**src/rtl/acc_core_pkg.sv**
```systemverilog
package acc_core_pkg;

  typedef enum logic [2:0] {
    ST_FETCH, ST_LATCH, ST_EXEC, ST_PTR, ST_MEM, ST_HALT
  } state_t;

  localparam logic [3:0] OP_LDC  = 4'h0;
  localparam logic [3:0] OP_LDV  = 4'h1;
  localparam logic [3:0] OP_STV  = 4'h2;
  localparam logic [3:0] OP_ADD  = 4'h3;
  localparam logic [3:0] OP_AND  = 4'h4;
  localparam logic [3:0] OP_OR   = 4'h5;
  localparam logic [3:0] OP_XOR  = 4'h6;
  localparam logic [3:0] OP_EQL  = 4'h7;
  localparam logic [3:0] OP_JMP  = 4'h8;
  localparam logic [3:0] OP_JMN  = 4'h9;
  localparam logic [3:0] OP_LDIV = 4'hA;
  localparam logic [3:0] OP_STIV = 4'hB;
  localparam logic [3:0] OP_CALL = 4'hC;
  localparam logic [3:0] OP_LDVR = 4'hD;
  localparam logic [3:0] OP_STVR = 4'hE;
  localparam logic [3:0] OP_EXT  = 4'hF;

  localparam logic [7:0] EX_HALT = 8'hF0;
  localparam logic [7:0] EX_NOT  = 8'hF1;
  localparam logic [7:0] EX_RAR  = 8'hF2;
  localparam logic [7:0] EX_RET  = 8'hF3;
  localparam logic [7:0] EX_LDRA = 8'hF4;
  localparam logic [7:0] EX_STRA = 8'hF5;
  localparam logic [7:0] EX_LDSP = 8'hF6;
  localparam logic [7:0] EX_STSP = 8'hF7;
  localparam logic [7:0] EX_LDFP = 8'hF8;
  localparam logic [7:0] EX_STFP = 8'hF9;
  localparam logic [7:0] EX_ADC  = 8'hFA;

  typedef enum logic [3:0] {
    ALU_PASS, ALU_ADD, ALU_AND, ALU_OR, ALU_XOR, ALU_EQL,
    ALU_NOT, ALU_RAR, ALU_ADC, ALU_LDC
  } alu_op_t;

endpackage

```
**src/rtl/acc_core_decode.sv**
```systemverilog
module acc_core_decode
  import acc_core_pkg::*;
(
  input  logic [7:0] top_bits,
  output logic [3:0] pri,
  output logic [7:0] ext,
  output alu_op_t    alu_sel
);
  assign pri = top_bits[7:4];
  assign ext = top_bits;

  always_comb begin
    alu_sel = ALU_PASS;
    case (pri)
      OP_LDC: alu_sel = ALU_LDC;
      OP_ADD: alu_sel = ALU_ADD;
      OP_AND: alu_sel = ALU_AND;
      OP_OR:  alu_sel = ALU_OR;
      OP_XOR: alu_sel = ALU_XOR;
      OP_EQL: alu_sel = ALU_EQL;
      OP_EXT: begin
        case (ext)
          EX_NOT: alu_sel = ALU_NOT;
          EX_RAR: alu_sel = ALU_RAR;
          EX_ADC: alu_sel = ALU_ADC;
          default: alu_sel = ALU_PASS;
        endcase
      end
      default: alu_sel = ALU_PASS;
    endcase
  end
endmodule

```
**src/rtl/acc_core_alu.sv**
```systemverilog
module acc_core_alu
  import acc_core_pkg::*;
#(
  parameter int DATA_W  = 24,
  parameter int CONST_W = 20,
  parameter int IMM_W   = 16
) (
  input  alu_op_t            sel,
  input  logic [DATA_W-1:0]  acc,
  input  logic [DATA_W-1:0]  opnd,
  input  logic [CONST_W-1:0] field,
  output logic [DATA_W-1:0]  result
);
  localparam int ZPAD = DATA_W - CONST_W;
  localparam int SPAD = DATA_W - IMM_W;

  logic [DATA_W-1:0] imm_sx;
  logic [DATA_W-1:0] const_zx;

  assign imm_sx   = {{SPAD{field[IMM_W-1]}}, field[IMM_W-1:0]};
  assign const_zx = {{ZPAD{1'b0}}, field};

  always_comb begin
    case (sel)
      ALU_ADD: result = acc + opnd;
      ALU_AND: result = acc & opnd;
      ALU_OR:  result = acc | opnd;
      ALU_XOR: result = acc ^ opnd;
      ALU_EQL: result = (acc == opnd) ? {DATA_W{1'b1}} : '0;
      ALU_NOT: result = ~acc;
      ALU_RAR: result = {acc[0], acc[DATA_W-1:1]};
      ALU_ADC: result = acc + imm_sx;
      ALU_LDC: result = const_zx;
      default: result = opnd;
    endcase
  end
endmodule

```
**src/rtl/acc_core.sv**
```systemverilog
module acc_core
  import acc_core_pkg::*;
#(
  parameter int DATA_W = 24,
  parameter int ADDR_W = 20
) (
  input  logic              clk,
  input  logic              rst,
  output logic [ADDR_W-1:0] mem_addr,
  output logic [DATA_W-1:0] mem_wdata,
  output logic              mem_we,
  input  logic [DATA_W-1:0] mem_rdata,
  output logic              halted
);
  localparam int APAD = DATA_W - ADDR_W;

  state_t            state, n_state;
  logic [DATA_W-1:0] ir, acc, iar, ra, sp, fp;
  logic [DATA_W-1:0] n_ir, n_acc, n_iar, n_ra, n_sp, n_fp;
  logic [3:0]        pri;
  logic [7:0]        ext;
  alu_op_t           alu_sel;
  logic [DATA_W-1:0] alu_res;
  logic [ADDR_W-1:0] fld, rel_addr;
  logic [DATA_W-1:0] fld_zx;

  assign fld      = ir[ADDR_W-1:0];
  assign fld_zx   = {{APAD{1'b0}}, fld};
  assign rel_addr = fp[ADDR_W-1:0] + fld;

  acc_core_decode u_dec (
    .top_bits (ir[DATA_W-1 -: 8]),
    .pri      (pri),
    .ext      (ext),
    .alu_sel  (alu_sel)
  );

  acc_core_alu #(.DATA_W(DATA_W), .CONST_W(ADDR_W), .IMM_W(16)) u_alu (
    .sel    (alu_sel),
    .acc    (acc),
    .opnd   (mem_rdata),
    .field  (fld),
    .result (alu_res)
  );

  assign mem_wdata = acc;
  assign halted    = (state == ST_HALT);

  always_comb begin
    n_state  = state;
    n_ir     = ir;
    n_acc    = acc;
    n_iar    = iar;
    n_ra     = ra;
    n_sp     = sp;
    n_fp     = fp;
    mem_addr = iar[ADDR_W-1:0];
    mem_we   = 1'b0;
    case (state)
      ST_FETCH: n_state = ST_LATCH;
      ST_LATCH: begin
        n_ir    = mem_rdata;
        n_iar   = iar + 1'b1;
        n_state = ST_EXEC;
      end
      ST_EXEC: begin
        n_state = ST_FETCH;
        case (pri)
          OP_LDC: n_acc = alu_res;
          OP_LDV, OP_ADD, OP_AND, OP_OR, OP_XOR, OP_EQL: begin
            mem_addr = fld;
            n_state  = ST_MEM;
          end
          OP_STV: begin
            mem_addr = fld;
            mem_we   = 1'b1;
          end
          OP_JMP: n_iar = fld_zx;
          OP_JMN: if (acc[DATA_W-1]) n_iar = fld_zx;
          OP_CALL: begin
            n_ra  = iar;
            n_iar = fld_zx;
          end
          OP_LDIV, OP_STIV: begin
            mem_addr = fld;
            n_state  = ST_PTR;
          end
          OP_LDVR: begin
            mem_addr = rel_addr;
            n_state  = ST_MEM;
          end
          OP_STVR: begin
            mem_addr = rel_addr;
            mem_we   = 1'b1;
          end
          default: begin
            case (ext)
              EX_HALT: n_state = ST_HALT;
              EX_NOT, EX_RAR, EX_ADC: n_acc = alu_res;
              EX_RET:  n_iar = ra;
              EX_LDRA: n_acc = ra;
              EX_STRA: n_ra  = acc;
              EX_LDSP: n_acc = sp;
              EX_STSP: n_sp  = acc;
              EX_LDFP: n_acc = fp;
              EX_STFP: n_fp  = acc;
              default: ;
            endcase
          end
        endcase
      end
      ST_PTR: begin
        mem_addr = mem_rdata[ADDR_W-1:0];
        if (pri == OP_STIV) begin
          mem_we  = 1'b1;
          n_state = ST_FETCH;
        end else begin
          n_state = ST_MEM;
        end
      end
      ST_MEM: begin
        n_acc   = alu_res;
        n_state = ST_FETCH;
      end
      default: n_state = ST_HALT;
    endcase
  end

  always_ff @(posedge clk) begin
    if (rst) begin
      state <= ST_FETCH;
      ir    <= '0;
      acc   <= '0;
      iar   <= '0;
      ra    <= '0;
      sp    <= '0;
      fp    <= '0;
    end else begin
      state <= n_state;
      ir    <= n_ir;
      acc   <= n_acc;
      iar   <= n_iar;
      ra    <= n_ra;
      sp    <= n_sp;
      fp    <= n_fp;
    end
  end
endmodule

```
**config.mk**
```make
export PLATFORM = sky130hd
export DESIGN_NAME = acc_core
export DESIGN_NICKNAME = d
export VERILOG_FILES = /design/src/rtl/acc_core_pkg.sv /design/src/rtl/acc_core_decode.sv /design/src/rtl/acc_core_alu.sv /design/src/rtl/acc_core.sv
export SDC_FILE = /design/constraint.sdc
export NUM_CORES = 1
export LEC_CHECK = 0
export CAP_MARGIN = 25
export CORE_UTILIZATION = 40
export DETAILED_ROUTE_END_ITERATION = 8
export GPL_TIMING_DRIVEN = 0
export PLACE_DENSITY_LB_ADDON = 0.2
export SETUP_SLACK_MARGIN = 0.3
export SLEW_MARGIN = 20
export SYNTH_ARGS = -nofsm -noshare
export SYNTH_HDL_FRONTEND = slang
export SYNTH_SLANG_ARGS = --single-unit
```
**constraint.sdc**
```tcl
create_clock -name clk -period 9.35 [get_ports clk]
set_clock_uncertainty 0.2 [all_clocks]
set_input_delay 2.805 -clock clk [delete_from_list [all_inputs] [get_ports clk]]
set_output_delay 2.805 -clock clk [all_outputs]
set_load 0.05 [all_outputs]
```
==> flow_summary.ini <==
[floorplan]
die_height_um = 174.5
initial_core_util_pct = 41.01
die_w_um = 174.5
coreArea_um2 = 29010
io_pins = 72
row_count = 62
fp.dieArea_um2 = 30440

[clock_network]
path_clk_slew_ns = 0.06
cts_setup_buffers = 0
cts_buffer_depth = 2
htreeDepth = 4
tritoncts = built
root_buffer = clkbuf_16
cts-buffers-inserted = 17
cts_resized = 0
hold_buffers = 0
cts_sinks = 147
clock_latency_ns = 0.45

[cells_and_area]
drive_gt1_share_pct = 4.939
layout_commonest_cell = nand2_1
fin_area_um2 = 13710
n_fill_cell = 3047
final_cell_mix = nand2_1 (292), a21oi_1 (228), dfxtp_1 (147), o21ai_0 (129), nor2_1 (124)
final-seq-area_um2 = 2943
final_util_pct = 47.26
multi_input_area_um2 = 8224
nNetsFinal = 1909
diodes = 0
area_growth_pct = 15.23

[global_routing]
antenna_found_initial = 1
track_usage_pct = 36.52
grt_max_degree = 17
grt_pass1_wl_um = 82740
grt_pass1_vias = 13050
overflow = 0

[setup_path]
critical-path-max-stage-delay_ns = 0.84
cp_top_family = buffers and inverters
cp-start-kind = primary input
endpoint_kind = output port
critPathKind = in2out
critPathMaxFanout = 5
slowest_stage = clkdlybuf4s50_1
reg2reg_to = mem_wdata[14]
cp.required_ns = 6.35
path_cells = clkdlybuf4s50_1, o21ai_0, a21boi_0, nand2b_1, o22ai_1, clkdlybuf4s50_1
critPathBufInv = 2
worstPathArrival_ns = 4.99
worst_path_most_repeated_cell = clkdlybuf4s50_1
timing.rr.start = ir[18]
r2r_cells = 15
r2r_slack_ns = 3.78

[placed_design]
place_ws_ns = 1.408
gp_congestion = 1.008
place_hpwl_um = 43820
place_area_um2 = 13090
portBuffers = 70

[synthesis]
syn_area_um2 = 11900
synthArstFlopShare_pct = 0
yosys_warnings = 0
synth_seq_area_share_pct = 24.73
syn_inst = 1698
ys.flop_type = dfxtp_1
syn-num-nets = 1818
yosysUniqueCellTypes = 75
ys_ff_latch = 147
syn_area_per_cell_um2 = 7.008
synth_edf_count = 0

[power]
p_leak_uw = 0.004800
irDropWorstVdd_mv = 0.1356
p_per_area_nw_per_um2 = 147.5
fin_total_pwr_uw = 2022

[min_path]
holdPathEnd = sp[23]
hp-start = sp[23]
hp-class = reg2reg
holdPathStages = 2

[drt]
postRouteAntennaNets = 0
route.detailed.drc = 0
dr.first_iter.drc_count = 1670
wirelength_um = 56250
wl_per_cell_um = 25.73
via_count = 14220
viasPerCell = 6.503
drt-pass1-iter-count = 8

[timing]
max_freq_mhz = 125.1
rsz0062_at_grt = no
finalMaxSlewViolations = 0
slew_headroom_pct = 28.48
tightest_slew_ns = 1.067
worst_slack_ns = 1.356
finalSetupTns_ns = 0
setup_violations = 0
finalCriticalPeriod_ns = 7.994
hold_viol = 0
timing.final.crit_share_pct = 85.49

[run_status]
status = finished, final reports clean

[run]
drv_cap = 0
worst max path at each step:
stage,slack (ns),to,depth (start not counted),from
global route,1.26,mem_addr[19],6,mem_rdata[19]
floorplan,2.28,mem_addr[18],2,mem_rdata[18]
global placement,1.38,mem_addr[19],6,mem_rdata[19]
CTS,1.39,mem_addr[19],6,mem_rdata[19]
finish,1.36,mem_addr[19],6,mem_rdata[19]
detailed placement,1.41,mem_addr[19],6,mem_rdata[19]
flip-flops by register name, indices dropped and copies added (netlist names):
name / count
sp: 24
ir: 24
ra: 24
iar: 24
mem_wdata: 24
state: 3
fp: 24
cell type report:
| cell class | count | area share, % |
|---|---|---|
| plain buffers | 128 | 3.714 |
| well taps | 384 | 3.504 |
| clock buffers | 18 | 3.130 |
| repair buffers | 72 | 5.183 |
| flip-flops and latches | 147 | 21.46 |
| multi-input cells | 1362 | 59.98 |
| inverters | 61 | 1.670 |
| clock inverters | 14 | 1.351 |
per-stage QoR:
stage | hold WS [ns] | std cells
finish | 0.2517 | 2186
global route | 0.2690 | 2186
CTS | 0.2531 | 2185
detailed placement | 0.2433 | 2153
global placement | 0.2368 | 2152
floorplan | 0.2284 | 1698
synthesized netlist by cell type, types with 6 or more instances:
| library cell | number | area (µm²) |
|---|---|---|
| clkbuf_1 | 97 | 364.1 |
| or3_1 | 14 | 87.58 |
| buf_1 | 8 | 30.03 |
| ha_1 | 92 | 1151 |
| mux2i_1 | 13 | 130.1 |
| a31oi_1 | 16 | 100.1 |
| o22ai_1 | 12 | 75.07 |
| dfxtp_1 | 147 | 2943 |
| a221oi_1 | 32 | 280.3 |
| nand4_1 | 13 | 81.33 |
| a21oi_1 | 228 | 1141 |
| mux2_2 | 14 | 157.7 |
| o21ai_0 | 129 | 645.6 |
| buf_2 | 23 | 115.1 |
| a211oi_1 | 41 | 307.8 |
| nor4_1 | 13 | 81.33 |
| and2_1 | 6 | 37.54 |
| inv_1 | 60 | 225.2 |
| a22oi_1 | 38 | 285.3 |
| o2111ai_1 | 16 | 140.1 |
| nor2_1 | 124 | 465.5 |
| nand2b_1 | 17 | 106.4 |
| nor3_1 | 34 | 170.2 |
| nand2_1 | 292 | 1096 |
| xor2_1 | 11 | 96.34 |
| o211ai_1 | 19 | 142.6 |
| a21o_1 | 9 | 67.56 |
| xnor2_1 | 18 | 157.7 |
| nand3_1 | 45 | 225.2 |
| and3_1 | 12 | 75.07 |
cells by family (layout without fill, tap and decap cells):
kind of cell	after synthesis	count (layout)	synth area share [%]
multiplexers	27	27	2.418
buffers and inverters	189	293	6.204
XOR/XNOR	29	29	2.135
flip-flops	147	147	24.73
AO/OA/AOI/OAI	607	607	31.71
adder cells (fa/ha/maj)	94	94	10.01
AND/OR/NAND/NOR	605	605	22.79
power by group:
part	leakage (µW)	total, µW	switching, µW	internal (µW)
combinational	0.00330	572	400	172
sequential	0.00119	701	54.2	647
clock	0.000308	749	303	446
layer usage:
layer | up-vias | share of wire [%] | global-route usage, %
li1 | 6349 | - | -
met1 | 6807 | 42 | 49.09
met2 | 884 | 43 | 55.84
met3 | 176 | 9.3 | 5.315
met4 | 0 | 5.8 | 20.32
met5 | - | 0 | 0
worst register-to-register path: cells and delay by family, from the launching register on:
family / cells / cell delay [ns]
AOI/OAI and AO/OA: 6 / 1.85
buffers and inverters: 3 / 1.27
and+or+nand+nor: 4 / 1.18
adders and majority gates: 1 / 0.39
DFF: 1 / 0.34
xor gates and xnor gates: 1 / 0.20
Note: power is estimated with default switching activity, not from simulation.
